## src/rtl/mhf_pkg.sv

```systemverilog
package mhf_pkg;
  localparam int unsigned CRC_W      = 32;
  localparam logic [31:0] CRC_POLY   = 32'hEDB8_8320;
  localparam logic [31:0] CRC_SEED   = 32'hFFFF_FFFF;
  localparam int unsigned ADDR_BYTES = 6;
  localparam int unsigned IDX_W      = 6;
  localparam int unsigned TBL_BITS   = 1 << IDX_W;
  localparam int unsigned WORD_W     = 16;
  localparam int unsigned N_WORDS    = TBL_BITS / WORD_W;
  localparam int unsigned SEL_W      = $clog2(N_WORDS);
  localparam int unsigned CNT_W      = $clog2(ADDR_BYTES + 1);

  // Advance a reflected CRC by one byte, least-significant bit first.
  function automatic logic [CRC_W-1:0] crc_step_byte(logic [CRC_W-1:0] c,
                                                     logic [7:0] d);
    logic [CRC_W-1:0] r;
    logic fb;
    r = c;
    for (int b = 0; b < 8; b++) begin
      fb = r[0] ^ d[b];
      r  = r >> 1;
      if (fb) r = r ^ CRC_POLY;
    end
    return r;
  endfunction
endpackage

```

## src/rtl/mhf_crc_acc.sv

```systemverilog
module mhf_crc_acc
  import mhf_pkg::*;
(
  input  logic             clk,
  input  logic             rst_n,
  input  logic             en,
  input  logic             restart,
  input  logic [7:0]       din,
  output logic [IDX_W-1:0] hash_idx
);
  logic [CRC_W-1:0] crc_q, crc_d, crc_base;

  always_comb begin
    crc_base = restart ? CRC_SEED : crc_q;
    crc_d    = crc_step_byte(crc_base, din);
  end

  always_ff @(posedge clk or negedge rst_n) begin
    if (!rst_n)  crc_q <= CRC_SEED;
    else if (en) crc_q <= crc_d;
  end

  // Reverse the low CRC bits into the table index.
  for (genvar i = 0; i < IDX_W; i++) begin : g_rev
    assign hash_idx[i] = crc_d[IDX_W-1-i];
  end
endmodule

```

## src/rtl/mhf_hash_table.sv

```systemverilog
module mhf_hash_table
  import mhf_pkg::*;
(
  input  logic              clk,
  input  logic              rst_n,
  input  logic              wr_en,
  input  logic [SEL_W-1:0]  wr_sel,
  input  logic [WORD_W-1:0] wr_data,
  input  logic              load,
  input  logic [IDX_W-1:0]  idx,
  output logic              hit
);
  logic [TBL_BITS-1:0] staged_q, active_q;
  logic [TBL_BITS-1:0] staged_d, active_d;

  always_comb begin
    staged_d = staged_q;
    active_d = load ? staged_q : active_q;
  end

  for (genvar k = 0; k < N_WORDS; k++) begin : g_word
    always_ff @(posedge clk or negedge rst_n) begin
      if (!rst_n)
        staged_q[k*WORD_W +: WORD_W] <= '0;
      else if (wr_en && (wr_sel == SEL_W'(k)))
        staged_q[k*WORD_W +: WORD_W] <= wr_data;
    end
  end

  always_ff @(posedge clk or negedge rst_n) begin
    if (!rst_n)    active_q <= '0;
    else if (load) active_q <= active_d;
  end

  assign hit = active_q[idx];

  // the table a lookup sees only moves on a frame start.
  p_active_hold_r8: assert property (@(posedge clk) disable iff (!rst_n)
    !load |=> $stable(active_q));
  // a word write leaves every other word of the staging copy untouched.
  p_word_isolated_r3: assert property (@(posedge clk) disable iff (!rst_n)
    (wr_en && wr_sel == '0) |=> $stable(staged_q[TBL_BITS-1:WORD_W]));

  logic unused_ok;
  assign unused_ok = ^staged_d;
endmodule

```

## src/rtl/mhf_seq.sv

```systemverilog
module mhf_seq
  import mhf_pkg::*;
(
  input  logic clk,
  input  logic rst_n,
  input  logic fire,
  input  logic first,
  input  logic first_bit0,
  output logic last,
  output logic mc
);
  logic [CNT_W-1:0] cnt_q, cnt_d;
  logic             mc_q, mc_d;
  logic             busy;

  assign busy = (cnt_q != '0);

  always_comb begin
    cnt_d = cnt_q;
    mc_d  = mc_q;
    last  = 1'b0;
    if (first) begin
      mc_d  = first_bit0;
      cnt_d = CNT_W'(1);
      last  = (ADDR_BYTES == 1);
    end else if (fire && busy) begin
      cnt_d = cnt_q + CNT_W'(1);
      last  = (cnt_q == CNT_W'(ADDR_BYTES - 1));
    end
    if (last) cnt_d = '0;
  end

  always_ff @(posedge clk or negedge rst_n) begin
    if (!rst_n) begin
      cnt_q <= '0;
      mc_q  <= 1'b0;
    end else begin
      cnt_q <= cnt_d;
      mc_q  <= mc_d;
    end
  end

  // Multicast flag used on the final byte is the one captured at the start.
  assign mc = first ? first_bit0 : mc_q;

  // the counter never passes the address length.
  p_cnt_bound_r10: assert property (@(posedge clk) disable iff (!rst_n)
    cnt_q < CNT_W'(ADDR_BYTES));
endmodule

```

## src/rtl/mcast_hash_filter.sv

```systemverilog
module mcast_hash_filter
  import mhf_pkg::*;
(
  input  logic        clk,
  input  logic        rst_n,
  input  logic        addr_valid,
  input  logic        addr_start,
  input  logic [7:0]  addr_byte,
  input  logic        tbl_we,
  input  logic [1:0]  tbl_sel,
  input  logic [15:0] tbl_wdata,
  input  logic        mode_we,
  input  logic        mode_promisc,
  input  logic        mode_allmc,
  output logic        result_valid,
  output logic        accept
);
  logic             first, last, mc, hit;
  logic [IDX_W-1:0] idx;
  logic             promisc_q, allmc_q;
  logic             valid_q, acc_q, acc_d;

  assign first = addr_valid & addr_start;

  mhf_seq u_seq (
    .clk(clk), .rst_n(rst_n), .fire(addr_valid), .first(first),
    .first_bit0(addr_byte[0]), .last(last), .mc(mc)
  );

  mhf_crc_acc u_crc (
    .clk(clk), .rst_n(rst_n), .en(addr_valid), .restart(first),
    .din(addr_byte), .hash_idx(idx)
  );

  mhf_hash_table u_tbl (
    .clk(clk), .rst_n(rst_n), .wr_en(tbl_we), .wr_sel(SEL_W'(tbl_sel)),
    .wr_data(WORD_W'(tbl_wdata)), .load(first), .idx(idx), .hit(hit)
  );

  always_comb acc_d = promisc_q | (mc & (allmc_q | hit));

  always_ff @(posedge clk or negedge rst_n) begin
    if (!rst_n) begin
      promisc_q <= 1'b0;
      allmc_q   <= 1'b0;
    end else if (mode_we) begin
      promisc_q <= mode_promisc;
      allmc_q   <= mode_allmc;
    end
  end

  always_ff @(posedge clk or negedge rst_n) begin
    if (!rst_n) begin
      valid_q <= 1'b0;
      acc_q   <= 1'b0;
    end else begin
      valid_q <= last;
      if (last) acc_q <= acc_d;
    end
  end

  assign result_valid = valid_q;
  assign accept       = acc_q;

  // a decision strobe never lasts two cycles.
  p_single_pulse_r4: assert property (@(posedge clk) disable iff (!rst_n)
    result_valid |=> !result_valid);
  // promiscuous mode held at the decision forces acceptance.
  p_promisc_accept_r5: assert property (@(posedge clk) disable iff (!rst_n)
    (last && promisc_q) |=> accept);
  // a non-multicast address without promiscuous mode is rejected.
  p_unicast_reject_r6: assert property (@(posedge clk) disable iff (!rst_n)
    (last && !promisc_q && !mc) |=> !accept);
  // all-multicast mode accepts any group address.
  p_allmc_accept_r7: assert property (@(posedge clk) disable iff (!rst_n)
    (last && allmc_q && mc) |=> accept);
endmodule

```

## config.mk

```make
export PLATFORM = sky130hd
export DESIGN_NAME = mcast_hash_filter
export DESIGN_NICKNAME = d
export VERILOG_FILES = /design/src/rtl/mhf_pkg.sv /design/src/rtl/mhf_crc_acc.sv /design/src/rtl/mhf_hash_table.sv /design/src/rtl/mhf_seq.sv /design/src/rtl/mcast_hash_filter.sv
export SDC_FILE = /design/constraint.sdc
export NUM_CORES = 1
export LEC_CHECK = 0
export BUFFER_PORTS_ARGS = -buffer_cell sky130_fd_sc_hd__buf_2
export CAP_MARGIN = 20
export CORE_MARGIN = 5
export CORE_UTILIZATION = 40
export CTS_CLUSTER_DIAMETER = 150
export DETAILED_ROUTE_END_ITERATION = 10
export PLACE_DENSITY = 0.59
export SETUP_SLACK_MARGIN = 0.3
export SLEW_MARGIN = 10
export SYNTH_ARGS = -nofsm -noshare
export SYNTH_HDL_FRONTEND = slang
export SYNTH_SLANG_ARGS = --single-unit
```

## constraint.sdc

```tcl
create_clock -name clk -period 7.4 [get_ports clk]
set_input_delay 1.48 -clock clk [delete_from_list [all_inputs] [get_ports clk]]
set_output_delay 1.48 -clock clk [all_outputs]
set_load 0.005 [all_outputs]
```

==> run_results.csv <==
group,metric,value,unit
sta,final.min_clock_period,4580,ps
worst_setup_path,critPathKind,"input pin to flip-flop",
global_route,antenna_found_initial,0,
worst_setup_path,cpMostUsedCell,"xnor2_1",
pwr,peakVddDrop,0.207,mV
sta,rsz0062_at_grt,"false",
logic_synthesis,synth_common_cells,"nand2_1 (207), dfrtp_1 (136), mux2_2 (79), xnor2_1 (60), nor2_1 (58)",
worst_setup_path,max_stage_delay,880,ps
detailed_routing,via_count,5174,
place,dp_hpwl,11700,um
sta,finalSetupViolCount,0,
global_route,grt_max_degree,70,
worst_setup_path,cp_slowest_cell,"and2_2",
floorplan,fp.dieArea,0.0233,mm^2
logic_synthesis,ys_async_sr_fraction,100,%
clocking,clk_latency,420,ps
floorplan,io_pins,36,
clocking,clockBufferDepth,2,
floorplan,start_util,40.4,%
detailed_routing,viasPerCell,4.89,
detailed_routing,wl_per_cell,16.5,um
logic_synthesis,synth_simple_gate_area_share,13.7,%
finish,drive_gt1_share,25.7,%
sta,setup_tns,0,ps
run,drv_cap,0,
place,io_buffers,35,
logic_synthesis,synth_area_leaders,"dfrtp_1 (42%), mux2_2 (11%), dfstp_2 (10%), nand2_1 (9.6%), xnor2_1 (6.5%)",
logic_synthesis,syn_area,0.00812,mm^2
pwr,comb_power_share,45.4,%
pwr,netSwitchingPower,0.00158,W
clocking,clk_pin_slew_worst_paths,70,ps
pwr,p_leak,4.18,nW
worst_hold_path,min_from,"u_tbl.staged_d[31]",
logic_synthesis,synth_edf_count,0,
clocking,clock-root-buffer,"clkbuf_16",
floorplan,rows,52,
clocking,cts_resized,0,
worst_setup_path,reg2reg_from,"u_crc.crc_q[2]",
logic_synthesis,syn-num-nets,793,
detailed_routing,drtAntennaViolNets,0,
pwr,power.density,475,mW/mm^2
worst_setup_path,endpoint_kind,"flip-flop",
worst_setup_path,regToRegSetupSlack,4270,ps
finish,nets,813,
finish,syn_to_final_growth,12.4,%
worst_setup_path,cp-start-kind,"input pin",
pwr,intPower,0.00275,W
detailed_routing,totalWireLength,17500,um
logic_synthesis,synth_cells,756,
sta,period_share,61.9,%
sta,skew,8.08,ps
logic_synthesis,synth-compound-area-share,4.30,%
logic_synthesis,yosysUniqueCellTypes,47,
pwr,seqPwrFrac,32.3,%
sta,max_slew_margin,25.3,%
worst_setup_path,required,7700,ps
logic_synthesis,synth.avg_cell_area,10.7,um^2
pwr,swShare,36.5,%
worst_hold_path,hold_depth,2,
global_route,grtUsageTotal,15.9,%
worst_setup_path,cp.arrival,4880,ps
logic_synthesis,synth_most_common_cell,"nand2_1",
logic_synthesis,synth_warnings,0,
logic_synthesis,synth_top_area_share,41.9,%
finish,fin_util,45.4,%
sta,maxSlewViolCount,0,
clocking,post-cts-setup-buffers,0,
global_route,grt_first_pass_wirelength,29700,um
finish,antenna_cells,0,
logic_synthesis,synthMuxAreaShare,16.0,%
floorplan,die_w,152,um
detailed_routing,drt_iter0_markers,363,
logic_synthesis,synth_top_area_cell,"dfrtp_1",
run_status,outcome,"finished clean",
place,routabilityCongestion,0.788,
clocking,cts_num_sinks,168,
pwr,power_frac_clock,22.3,%
global_route,grt_pass1_vias,5347,
sta,worst_pin_slew,1120,ps
worst_hold_path,hold_path_end,"u_tbl.active_q[31]",
clocking,cts.htree.levels,4,
floorplan,die_y,152,um
logic_synthesis,yosysSeqAreaShare,52.3,%
worst_setup_path,crit_family,"XOR/XNOR gates",
worst_hold_path,hold_path.class,"flip-flop to flip-flop",
logic_synthesis,yosys.area_share.adder,0.462,%
clocking,cts_made_buffers,17,
logic_synthesis,synth_xor_area_share,10.1,%
worst_setup_path,reg2reg_depth,9,
detailed_routing,drt-pass1-iter-count,4,
worst_setup_path,crit_chain,"buf_2 > and2_2 > nor2_1 > xnor2_1 > xor2_1 > xnor2_1 > a41oi_1 > a41oi_2 > a21oi_2",
sta,fmax,218,MHz
global_route,gr-total-overflow,0,
floorplan,core_area,0.0201,mm^2
sta,hold_viol,0,
clocking,cts_tree,"done",
logic_synthesis,synth_flop_cell,"dfrtp_1",
worst_setup_path,crit_fanout,51,
sta,hold-worst-slack,463,ps
detailed_routing,drc,0,
worst_setup_path,r2r_end,"accept",
logic_synthesis,synth-seq-cells,168,
worst_setup_path,path_buf_inv,1,
clocking,cts_hold_buf,0,
logic_synthesis,synth_top_family_by_area,"multiplexers",
==> cell usage in the layout, fill, tap and decap left out, types with 3 or more instances in the layout <==
cell / netlist / layout
mux2_2: 79 / 79
nand3_1: 6 / 6
buf_4: 3 / 7
o21ai_0: 14 / 14
inv_6: 0 / 6
dfstp_2: 32 / 32
mux4_2: 3 / 3
inv_1: 11 / 11
nor2_1: 58 / 58
o211ai_1: 5 / 5
mux4_1: 4 / 4
bufinv_16: 0 / 3
ha_1: 3 / 3
nand2_1: 207 / 206
xor2_1: 21 / 21
mux2i_1: 21 / 21
clkbuf_16: 0 / 17
a21oi_1: 20 / 20
dfrtp_1: 136 / 136
buf_2: 4 / 34
xnor2_2: 4 / 4
xnor2_1: 60 / 60
==> stage by stage <==
step	instances	area, um^2	worst slack (ps)	power [W]
finish	1059	9130	2820	0.00434
global route	1059	9130	2490	0.00463
CTS	1059	9130	2840	0.00438
detailed placement	1027	8490	2370	0.00340
global placement	1027	8490	2530	0.00338
floorplan	756	8120	3610	0.00306
==> cell families after synthesis <==
family,Yosys count
fa+ha+maj,3
buf+inv,52
flops,168
xor+xnor,87
compound gates,54
simple gates,283
mux,109
==> final cells by class <==
cell class	instances	area (um^2)
repair buffers	42	234
clock inverters	14	205
fillers	1894	11000
inverters	11	41.3
clock buffers	18	439
well taps	270	338
multi-input cells	536	3630
flip-flops and latches	168	4240
==> worst max-delay path by stage <==
stage	from	to	depth (start not counted)
global route	addr_start	accept	10
CTS	addr_start	accept	9
detailed placement	addr_start	accept	9
global placement	addr_start	accept	9
floorplan	addr_start	accept	11
finish	addr_start	accept	9
==> sequential cells by signal (all words and copies together) (netlist names) <==
register and count:
accept 1, allmc_q 1, promisc_q 1, result_valid 1, u_crc.crc_q 32, u_seq.cnt_q 3, u_seq.mc_q 1, u_tbl.active_q 64
u_tbl.staged_d 64
==> power by group through the flow <==
stage | sequential, W | combinational, W | clock, W
2_1_floorplan | 0.00134 | 0.00172 | 0
3_3_place_gp | 0.00142 | 0.00196 | 0
3_5_place_dp | 0.00142 | 0.00198 | 0
4_1_cts | 0.00140 | 0.00200 | 0.000983
5_1_grt | 0.00143 | 0.00217 | 0.00103
6_report | 0.00140 | 0.00197 | 0.000966
==> metal layers <==
| layer | share of wire [%] | up-vias | track usage, % |
|---|---|---|---|
| met1 | 51 | 2538 | 23.6 |
| met3 | 3.7 | 10 | 3.72 |
| met2 | 45 | 81 | 23.8 |
| met5 | 0 | - | 0 |
| li1 | - | 2545 | - |
| met4 | 0.88 | 0 | 3.73 |
==> worst reg2reg max path, delay by kind of cell, from the launching register on <==
| family | cells | cell delay, ps |
|---|---|---|
| compound gates | 4 | 630 |
| mux | 1 | 620 |
| flops | 1 | 600 |
| xor+xnor | 1 | 440 |
| simple gates | 3 | 710 |
Power figures use the tool's default switching activity.
